<file path="config.mk">
export PLATFORM = sky130hd
export DESIGN_NAME = flag_alu
export DESIGN_NICKNAME = d
export VERILOG_FILES = /design/src/rtl/flag_alu_pkg.sv /design/src/rtl/flag_alu_ctrl.sv /design/src/rtl/flag_alu_dp.sv /design/src/rtl/flag_alu_flags.sv /design/src/rtl/flag_alu.sv
export SDC_FILE = /design/constraint.sdc
export NUM_CORES = 1
export LEC_CHECK = 0
export CORE_UTILIZATION = 57
export DETAILED_ROUTE_END_ITERATION = 8
export DONT_BUFFER_PORTS = 1
export GPL_TIMING_DRIVEN = 0
export PLACE_DENSITY = 0.72
export SYNTH_ARGS = -nofsm -noshare
export SYNTH_HDL_FRONTEND = slang
export SYNTH_HIERARCHICAL = 1
export SYNTH_SLANG_ARGS = --single-unit
</file>
<file path="constraint.sdc">
create_clock -name clk -period 5.02 [get_ports clk]
set_input_delay 1.004 -clock clk [delete_from_list [all_inputs] [get_ports clk]]
set_output_delay 1.004 -clock clk [all_outputs]
set_load 0.1 [all_outputs]
</file>
<file path="src/rtl/flag_alu_pkg.sv">
package flag_alu_pkg;

  typedef enum logic [3:0] {
    OP_ADD  = 4'd0,
    OP_SUB  = 4'd1,
    OP_CMP  = 4'd2,
    OP_AND  = 4'd3,
    OP_OR   = 4'd4,
    OP_XOR  = 4'd5,
    OP_TEST = 4'd6,
    OP_NOT  = 4'd7,
    OP_MOV  = 4'd8
  } aluOp_e;

  typedef enum logic [2:0] {
    RS_ADD,
    RS_SUB,
    RS_AND,
    RS_OR,
    RS_XOR,
    RS_NOT,
    RS_MOV,
    RS_ZERO
  } resSel_e;

  typedef enum logic [1:0] {
    FK_ARITH_ADD,
    FK_ARITH_SUB,
    FK_LOGIC
  } flagKind_e;

  // Strobes from control to datapath
  typedef struct packed {
    resSel_e   resSel;
    flagKind_e flagKind;
    logic      writeDest;
    logic      loadFlags;
  } aluCtrl_t;

  // Bit 0 is carry, bit 5 is overflow
  typedef struct packed {
    logic ovf;
    logic sgn;
    logic zro;
    logic aux;
    logic par;
    logic cry;
  } aluFlags_t;

endpackage

</file>
<file path="src/rtl/flag_alu_ctrl.sv">
module flag_alu_ctrl
  import flag_alu_pkg::*;
#(
  parameter int OPC_W = 4
) (
  input  logic             inValid,
  input  logic [OPC_W-1:0] opCode,
  output aluCtrl_t         ctrl
);

  always_comb begin
    ctrl.resSel    = RS_ZERO;
    ctrl.flagKind  = FK_LOGIC;
    ctrl.writeDest = 1'b0;
    ctrl.loadFlags = 1'b0;
    case (opCode)
      OP_ADD: begin
        ctrl.resSel    = RS_ADD;
        ctrl.flagKind  = FK_ARITH_ADD;
        ctrl.writeDest = inValid;
        ctrl.loadFlags = inValid;
      end
      OP_SUB: begin
        ctrl.resSel    = RS_SUB;
        ctrl.flagKind  = FK_ARITH_SUB;
        ctrl.writeDest = inValid;
        ctrl.loadFlags = inValid;
      end
      OP_CMP: begin
        ctrl.resSel    = RS_SUB;
        ctrl.flagKind  = FK_ARITH_SUB;
        ctrl.loadFlags = inValid;
      end
      OP_AND: begin
        ctrl.resSel    = RS_AND;
        ctrl.writeDest = inValid;
        ctrl.loadFlags = inValid;
      end
      OP_OR: begin
        ctrl.resSel    = RS_OR;
        ctrl.writeDest = inValid;
        ctrl.loadFlags = inValid;
      end
      OP_XOR: begin
        ctrl.resSel    = RS_XOR;
        ctrl.writeDest = inValid;
        ctrl.loadFlags = inValid;
      end
      OP_TEST: begin
        ctrl.resSel    = RS_AND;
        ctrl.loadFlags = inValid;
      end
      OP_NOT: begin
        ctrl.resSel    = RS_NOT;
        ctrl.writeDest = inValid;
      end
      OP_MOV: begin
        ctrl.resSel    = RS_MOV;
        ctrl.writeDest = inValid;
      end
      default: begin
        ctrl.resSel = RS_ZERO;
      end
    endcase
  end

endmodule

</file>
<file path="src/rtl/flag_alu_dp.sv">
module flag_alu_dp
  import flag_alu_pkg::*;
#(
  parameter int WORD_W = 16,
  parameter int BYTE_W = 8
) (
  input  aluCtrl_t          ctrl,
  input  logic              isWord,
  input  logic [WORD_W-1:0] srcA,
  input  logic [WORD_W-1:0] srcB,
  output logic [WORD_W-1:0] result,
  output logic              carryOut,
  output logic              msbA,
  output logic              msbB,
  output logic [WORD_W-1:0] opA,
  output logic [WORD_W-1:0] opB
);

  localparam int SUM_W = WORD_W + 1;
  localparam int HI_W  = WORD_W - BYTE_W;

  logic [WORD_W-1:0] widthMask;
  logic [SUM_W-1:0]  sumX;
  logic [SUM_W-1:0]  diffX;
  logic [SUM_W-1:0]  arithX;
  logic [WORD_W-1:0] rawRes;

  generate
    if (HI_W > 0) begin : g_split
      assign widthMask = isWord ? {WORD_W{1'b1}} : {{HI_W{1'b0}}, {BYTE_W{1'b1}}};
    end else begin : g_flat
      assign widthMask = {WORD_W{1'b1}};
    end
  endgenerate

  assign opA = srcA & widthMask;
  assign opB = srcB & widthMask;

  assign sumX   = {1'b0, opA} + {1'b0, opB};
  assign diffX  = {1'b0, opA} - {1'b0, opB};
  assign arithX = (ctrl.resSel == RS_SUB) ? diffX : sumX;

  // For byte ops the upper operand bits are zero, so bit BYTE_W is the carry or borrow
  assign carryOut = isWord ? arithX[WORD_W] : arithX[BYTE_W];

  always_comb begin
    case (ctrl.resSel)
      RS_ADD:  rawRes = sumX[WORD_W-1:0];
      RS_SUB:  rawRes = diffX[WORD_W-1:0];
      RS_AND:  rawRes = opA & opB;
      RS_OR:   rawRes = opA | opB;
      RS_XOR:  rawRes = opA ^ opB;
      RS_NOT:  rawRes = ~opA;
      RS_MOV:  rawRes = opB;
      default: rawRes = '0;
    endcase
  end

  assign result = rawRes & widthMask;
  assign msbA   = isWord ? opA[WORD_W-1] : opA[BYTE_W-1];
  assign msbB   = isWord ? opB[WORD_W-1] : opB[BYTE_W-1];

endmodule

</file>
<file path="src/rtl/flag_alu_flags.sv">
module flag_alu_flags
  import flag_alu_pkg::*;
#(
  parameter int WORD_W  = 16,
  parameter int BYTE_W  = 8,
  parameter int PAR_W   = 8,
  parameter int NIB_BIT = 4
) (
  input  logic              clk,
  input  logic              rstN,
  input  aluCtrl_t          ctrl,
  input  logic              isWord,
  input  logic [WORD_W-1:0] opA,
  input  logic [WORD_W-1:0] opB,
  input  logic [WORD_W-1:0] result,
  input  logic              carryOut,
  input  logic              msbA,
  input  logic              msbB,
  output aluFlags_t         flagQ
);

  aluFlags_t         flagD;
  logic              msbR;
  logic [WORD_W-1:0] carryVec;
  logic [PAR_W-1:0]  parChain;

  assign msbR     = isWord ? result[WORD_W-1] : result[BYTE_W-1];
  assign carryVec = opA ^ opB ^ result;

  // Even-parity chain over the low bits of the result
  genvar gi;
  generate
    for (gi = 0; gi < PAR_W; gi++) begin : g_par
      if (gi == 0) begin : g_first
        assign parChain[gi] = result[gi];
      end else begin : g_next
        assign parChain[gi] = parChain[gi-1] ^ result[gi];
      end
    end
  endgenerate

  always_comb begin
    flagD     = flagQ;
    flagD.zro = (result == '0);
    flagD.sgn = msbR;
    flagD.par = ~parChain[PAR_W-1];
    case (ctrl.flagKind)
      FK_ARITH_ADD: begin
        flagD.cry = carryOut;
        flagD.aux = carryVec[NIB_BIT];
        flagD.ovf = (msbA == msbB) && (msbR != msbA);
      end
      FK_ARITH_SUB: begin
        flagD.cry = carryOut;
        flagD.aux = carryVec[NIB_BIT];
        flagD.ovf = (msbA != msbB) && (msbR != msbA);
      end
      default: begin
        flagD.cry = 1'b0;
        flagD.aux = 1'b0;
        flagD.ovf = 1'b0;
      end
    endcase
  end

  always_ff @(posedge clk or negedge rstN) begin
    if (!rstN) begin
      flagQ <= '0;
    end else if (ctrl.loadFlags) begin
      flagQ <= flagD;
    end
  end

endmodule

</file>
<file path="src/rtl/flag_alu.sv">
module flag_alu
  import flag_alu_pkg::*;
#(
  parameter int WORD_W  = 16,
  parameter int BYTE_W  = 8,
  parameter int OPC_W   = 4,
  parameter int FLAG_W  = 6,
  parameter int NIB_BIT = 4
) (
  input  logic              clk,
  input  logic              rstN,
  input  logic              inValid,
  input  logic [OPC_W-1:0]  opCode,
  input  logic              isWord,
  input  logic [WORD_W-1:0] srcA,
  input  logic [WORD_W-1:0] srcB,
  output logic [WORD_W-1:0] result,
  output logic              destWe,
  output logic [FLAG_W-1:0] flags
);

  aluCtrl_t          ctrl;
  aluFlags_t         flagQ;
  logic              carryOut;
  logic              msbA;
  logic              msbB;
  logic [WORD_W-1:0] opA;
  logic [WORD_W-1:0] opB;

  flag_alu_ctrl #(.OPC_W(OPC_W)) u_ctrl (
    .inValid (inValid),
    .opCode  (opCode),
    .ctrl    (ctrl)
  );

  flag_alu_dp #(.WORD_W(WORD_W), .BYTE_W(BYTE_W)) u_dp (
    .ctrl     (ctrl),
    .isWord   (isWord),
    .srcA     (srcA),
    .srcB     (srcB),
    .result   (result),
    .carryOut (carryOut),
    .msbA     (msbA),
    .msbB     (msbB),
    .opA      (opA),
    .opB      (opB)
  );

  flag_alu_flags #(
    .WORD_W(WORD_W), .BYTE_W(BYTE_W), .PAR_W(BYTE_W), .NIB_BIT(NIB_BIT)
  ) u_flags (
    .clk      (clk),
    .rstN     (rstN),
    .ctrl     (ctrl),
    .isWord   (isWord),
    .opA      (opA),
    .opB      (opB),
    .result   (result),
    .carryOut (carryOut),
    .msbA     (msbA),
    .msbB     (msbB),
    .flagQ    (flagQ)
  );

  assign destWe = ctrl.writeDest;
  assign flags  = flagQ;

endmodule

</file>
==> summary.txt, run 1 <==
Global routing
  • Vias in the first global route: 3560
  • Gr ovfl total: 0
  • GR Util All Layers: 35.9%
  • Initial antenna violation count: 0
  • Largest net degree at the start of global routing: 11
  • Wire length of the first global-routing pass: 17.7 mm

Die
  • # rows: 27
  • Die Ht: 79.8 um
  • Initial core utilization: 60.8%
  • # IOs: 63
  • Die Footprint: 6370 um2
  • Core area: 5680 um2
  • Die Width: 79.8 um

Worst setup path
  • CP top delay family: compound AO/OA/AOI/OAI gates
  • Crit-path most repeated cell: a221oi_1
  • Crit path launch type: input pin
  • CP arrival: 3970 ps
  • Slowest-stage cell, CP: a21oi_4
  • Critical Path RT: 4020 ps
  • Cell-by-cell listing of the critical path: inv_1, ha_1, a211oi_1, o21ai_0, nand2_1, a21boi_1, a221oi_1, xnor2_1, a221oi_1, a21oi_4
  • Max incr delay on CP: 670 ps
  • CP max FO: 5
  • Crit path kind: in -> out
  • Worst setup EP type: output port
  • WP buf/inv: 1

Timing
  • Measured slew at the worst slew-check pin: 1270 ps
  • Fin crit period: 4970 ps
  • Fmax achieved: 0.201 GHz
  • Worst Skew: 0 ps
  • Slew margin rel.: 15.1%
  • Max-slew violation count: 0
  • RSZ-0062 raised after global routing: no
  • Final worst-path cycle share: 99.0%
  • Setup violations, final: 0
  • Final hold vios: 0
  • Final WS setup: 48.6 ps

Place
  • IO buf count: 0
  • DP HPWL: 8.83 mm
  • GPL Wtd Cong: 0.982
  • Pre-CTS setup slack: -660 ps

Power
  • Power, Total: 0.000804 W
  • Pwr dens: 210 nW/um2
  • Static Leak: 1.79 nW
  • Maximum vdd drop: 0.275 mV

Cells and area
  • Share of layout cells above drive strength 1: 9.39%
  • Layout Utilization: 67.3%
  • Number of flip-flops in the largest register: 6
  • Biggest regs: u_flags/flagQ (6)
  • Most common cell after layout, fill and taps aside: inv_1
  • Diodes inserted: 0
  • Synthesis-to-layout area growth: 10.7%
  • Commonest non-fill, non-tap cells in the layout: inv_1 (59), ha_1 (53), nor2_1 (49), nand2_1 (45), a21oi_1 (35)
  • Final net count: 619
  • Biggest register: u_flags/flagQ

Drt
  • DRC violations left: 0
  • Routed via count: 3849
  • DR WL/cell: 19.4 um
  • First DRT Iteration DRCs: 383
  • Drt pass-1 iters: 5
  • DR vias/cell: 6.48
  • Routed WL: 11.5 mm
  • Antenna Nets Post-Route: 0

Flow run
  • Max-capacitance violation count: 0

Synthesis
  • Post-Synthesis Cell Area: 3450 um2
  • Syn Inst Count: 513
  • Synth warn: 6
  • Synthesized area per cell: 6.73 um2
  • Synth Net Count: 608

Clock tree
  • CTS tree: done
  • Clock buffer depth: 2
  • Post-CTS setup buffer count: 0
  • Root buffer selected by CTS: clkbuf_8
  • CTS sink cnt: 6
  • Clk_lat worst skew: 220 ps
  • H-Tree Depth: 1
  • Clk slew on worst S/H paths: 30 ps
  • CTS Buf Count: 3

Worst hold path
  • Min-Delay Path Class: in -> async

Run status
  • Status: finished clean
## what timing repair did
action,in CTS,in global routing
hold endpoints to repair,0,0
pin swaps,3,4
resized for setup,18,12
setup endpoints to repair,18,10
hold buffers,0,0
## area by class of cell
class                           count  area, um2
Fill cell                         533       1860
Buffer                             29        146
Multi-Input combinational cell    419       3080
Inverter                           59        221
Sequential cell                     6        150
Timing Repair Buffer                6       95.1
Tap cell                           72       90.1
Clock buffer                        3       41.3
## routing by layer
metal / track usage, % / wire (um) / vias to the layer above / part of all wire [%]
li1: - / - / 1836 / -
met1: 45.4 / 4730 / 1734 / 41
met2: 59.2 / 5180 / 240 / 45
met3: 7.54 / 1240 / 39 / 11
met4: 13.4 / 376 / 0 / 3.3
met5: 0 / 0 / - / 0
## metrics by stage
stage / hold slack (ps) / TNS [ps] / area, um2 / cells
5_1_grt: 476 / 0 / 3820 / 594
3_5_place_dp: 709 / -6970 / 3700 / 591
4_1_cts: 478 / 0 / 3810 / 594
2_1_floorplan: 708 / -92.7 / 3500 / 513
3_3_place_gp: 709 / -7570 / 3590 / 585
6_report: 482 / 0 / 3820 / 594
## worst reg2reg max path, cell delays in order, from the launching register on
cell and delay [ps]:
dfrtp_1 920, inv_1 100, o22ai_1 220
## final timing paths
check / cells past startpoint / startpoint / slack, ps / end
hold reg to reg: 2 / u_flags/flagQ[3]$_DFFE_PN0P_ / 990 / u_flags/flagQ[3]$_DFFE_PN0P_
setup / recovery: 10 / srcA[1] / 50 / result[13]
hold / removal: 0 / rstN / 480 / u_flags/flagQ[0]$_DFFE_PN0P_
setup reg to reg: 2 / u_flags/flagQ[5]$_DFFE_PN0P_ / 3690 / u_flags/flagQ[5]$_DFFE_PN0P_
min in group clk: 2 / u_flags/flagQ[3]$_DFFE_PN0P_ / 990 / u_flags/flagQ[3]$_DFFE_PN0P_
max in group asynchronous: 0 / rstN / 4470 / u_flags/flagQ[3]$_DFFE_PN0P_
## report_power, final
| group | switching (W) | total [W] | internal, W |
|---|---|---|---|
| sequential | 0.0000629 | 0.000118 | 0.0000552 |
| combinational | 0.000420 | 0.000616 | 0.000196 |
| clock | 0.0000186 | 0.0000700 | 0.0000513 |
| total | 0.000501 | 0.000804 | 0.000303 |
No activity file was read; power rests on OpenSTA's default activity.
==> run 2: changes to the inputs <==
--- a/config.mk
+++ b/config.mk
@@ -5,11 +5,13 @@
 export SDC_FILE = /design/constraint.sdc
 export NUM_CORES = 1
 export LEC_CHECK = 0
-export CORE_UTILIZATION = 57
+export CELL_PAD_IN_SITES_DETAIL_PLACEMENT = 1
+export CELL_PAD_IN_SITES_GLOBAL_PLACEMENT = 2
+export CORE_UTILIZATION = 36
 export DETAILED_ROUTE_END_ITERATION = 8
 export DONT_BUFFER_PORTS = 1
 export GPL_TIMING_DRIVEN = 0
-export PLACE_DENSITY = 0.72
+export PLACE_DENSITY_LB_ADDON = 0.1
 export SYNTH_ARGS = -nofsm -noshare
 export SYNTH_HDL_FRONTEND = slang
 export SYNTH_HIERARCHICAL = 1
==> run 2 against run 1 <==
Non-clock buffer count shrank 1. Utilization decreased by 25 points. Hold slack got worse by 6.1 ps. Via count up 0.78%. Global-route usage decreased by 7.9 points. Critical path depth grew 1.
==> summary.txt, run 2 (synthesis results as in run 1) <==
Run status
  • Status: finished clean

Cells and area
  • Final net count: 618 (-0.16%)
  • Design area: 3930 um2 (+2.9%)
  • Share of layout cells above drive strength 1: 10.9% (+1.6 points)
  • Synthesis-to-layout area growth: 14.0%
  • Commonest non-fill, non-tap cells in the layout: inv_1 (58), ha_1 (53), nor2_1 (49), nand2_1 (45), a21oi_1 (35)
  • Diodes inserted: 0 (unchanged)
  • Most common cell after layout, fill and taps aside: inv_1
  • Final Non-Filler Cells: 650 (+9.4%)
  • Biggest register: u_flags/flagQ
  • Number of flip-flops in the largest register: 6 (unchanged)
  • Biggest regs: u_flags/flagQ (6)

Flow run
  • Max-capacitance violation count: 0 (unchanged)

Timing
  • Measured slew at the worst slew-check pin: 966 ps (-307 ps)
  • Fmax achieved: 0.204 GHz (+1.4%)
  • Hold WS: 476 ps (-6.11 ps)
  • Worst Skew: 0 ps (unchanged)
  • Final WS setup: 119 ps (+70.6 ps)
  • Final worst-path cycle share: 97.6% (-1.4 points)
  • Slew margin rel.: 35.8% (+21 points)
  • Setup violations, final: 0 (unchanged)
  • Final hold vios: 0 (unchanged)
  • Fin crit period: 4900 ps (-70.6 ps)
  • Max-slew violation count: 0 (unchanged)

Place
  • DP HPWL: 10.9 mm (+23%)
  • Pre-CTS setup slack: -940 ps (-280 ps)
  • Dpl cell area: 3770 um2 (+2.0%)
  • IO buf count: 0 (unchanged)
  • Placed Instances: 648 (+9.6%)
  • GPL Wtd Cong: 0.936 (-4.6%)

Global routing
  • Gr ovfl total: 0 (unchanged)
  • Largest net degree at the start of global routing: 11 (unchanged)
  • GR Util All Layers: 28.0% (-7.9 points)
  • Initial antenna violation count: 0 (unchanged)
  • Vias in the first global route: 3888 (+9.2%)
  • Wire length of the first global-routing pass: 21.6 mm (+22%)

Drt
  • Routed via count: 3879 (+0.78%)
  • DRC violations left: 0 (unchanged)
  • Antenna Nets Post-Route: 0 (unchanged)
  • DR vias/cell: 5.97 (-7.9%)
  • Drt pass-1 iters: 4 (-1)
  • Routed WL: 13.7 mm (+18%)
  • DR WL/cell: 21.0 um (+8.2%)
  • First DRT Iteration DRCs: 154 (-60%)

Clock tree
  • Clock buffer depth: 2 (unchanged)
  • Root buffer selected by CTS: clkbuf_8
  • Post-CTS Hold Buffers: 0 (unchanged)
  • CTS tree: done
  • CTS sink cnt: 6 (unchanged)
  • H-Tree Depth: 1 (unchanged)
  • CTS Buf Count: 3 (unchanged)
  • Clk_lat worst skew: 220 ps (about the same)
  • Post-CTS setup buffer count: 0 (unchanged)
  • Clk slew on worst S/H paths: 40 ps (about the same)

Power
  • Pwr dens: 211 nW/um2 (+0.11%)
  • Static Leak: 1.80 nW (+0.74%)
  • Maximum vdd drop: 0.127 mV (-54%)

Die
  • Die Ht: 99.9 um (+25%)
  • # IOs: 63 (unchanged)
  • Core area: 9280 um2 (+64%)
  • Die Footprint: 9980 um2 (+57%)
  • Die Width: 99.9 um (+25%)
  • # rows: 35 (+30%)
  • Initial core utilization: 37.2% (-24 points)

Worst setup path
  • CP max FO: 4 (-1)
  • CP arrival: 3900 ps (-70 ps)
  • Crit path launch type: input pin
  • Crit path kind: in -> out
  • Worst setup EP type: output port
  • Critical Path RT: 4020 ps (about the same)

Worst hold path
  • Min-Delay Path Class: in -> async
## run 2: power breakdown
| part | leakage (nW) | internal, W | switching, W |
|---|---|---|---|
| clock | 0.0216 | 0.0000515 | 0.0000205 |
| sequential | 0.0774 | 0.0000552 | 0.0000628 |
| combinational | 1.70 | 0.000200 | 0.000439 |
## run 2: layout make-up
type / count / area (um2)
multi-input combinational: 419 / 3110
fill: 1199 / 5350
clock buffer: 3 / 41.3
timing repair buffer: 6 / 96.3
buffer: 28 / 151
sequential: 6 / 150
tap: 129 / 161
inverter: 59 / 225
## run 2: worst paths after layout
path,slack (ps),to,startpoint,cells after the start
setup / recovery,120,result[14],srcA[0],11
hold / removal,480,u_flags/flagQ[2]$_DFFE_PN0P_,rstN,0
setup reg to reg,3730,u_flags/flagQ[5]$_DFFE_PN0P_,u_flags/flagQ[5]$_DFFE_PN0P_,2
hold reg to reg,1000,u_flags/flagQ[0]$_DFFE_PN0P_,u_flags/flagQ[0]$_DFFE_PN0P_,2
max in group asynchronous,4480,u_flags/flagQ[4]$_DFFE_PN0P_,rstN,0
min in group clk,1000,u_flags/flagQ[0]$_DFFE_PN0P_,u_flags/flagQ[0]$_DFFE_PN0P_,2
## run 2: stage by stage
stage	util [%]	total power, W	setup TNS, ps
final	42.4	0.000829	0
after global routing	42.4	0.000880	-11.5
after CTS	42.1	0.000821	0
after detailed placement	40.6	0.000729	-11370
after global placement	39.4	0.000693	-11270
after floorplan	-	0.000582	-92.7
## run 2: critical path: stages
cell and delay [ps]:
inv_1 60, ha_1 210, fa_1 250, nor2_2 60, o311a_1 330, or4_4 450
a31o_4 290, a311oi_4 270, xnor2_1 160, nand2_1 100, a31oi_4 690
## run 2: timing repair
action,4_1_cts,5_1_grt
pin swaps,4,7
setup endpoints to repair,21,11
resized for setup,26,15
## run 2: metal layers
layer	share of wire [%]	GRT usage (%)	routed length [um]
met1	46	38.7	6310
met2	47	47.4	6470
met3	5.1	2.79	697
met4	1.3	4.98	181
met5	0	0	0
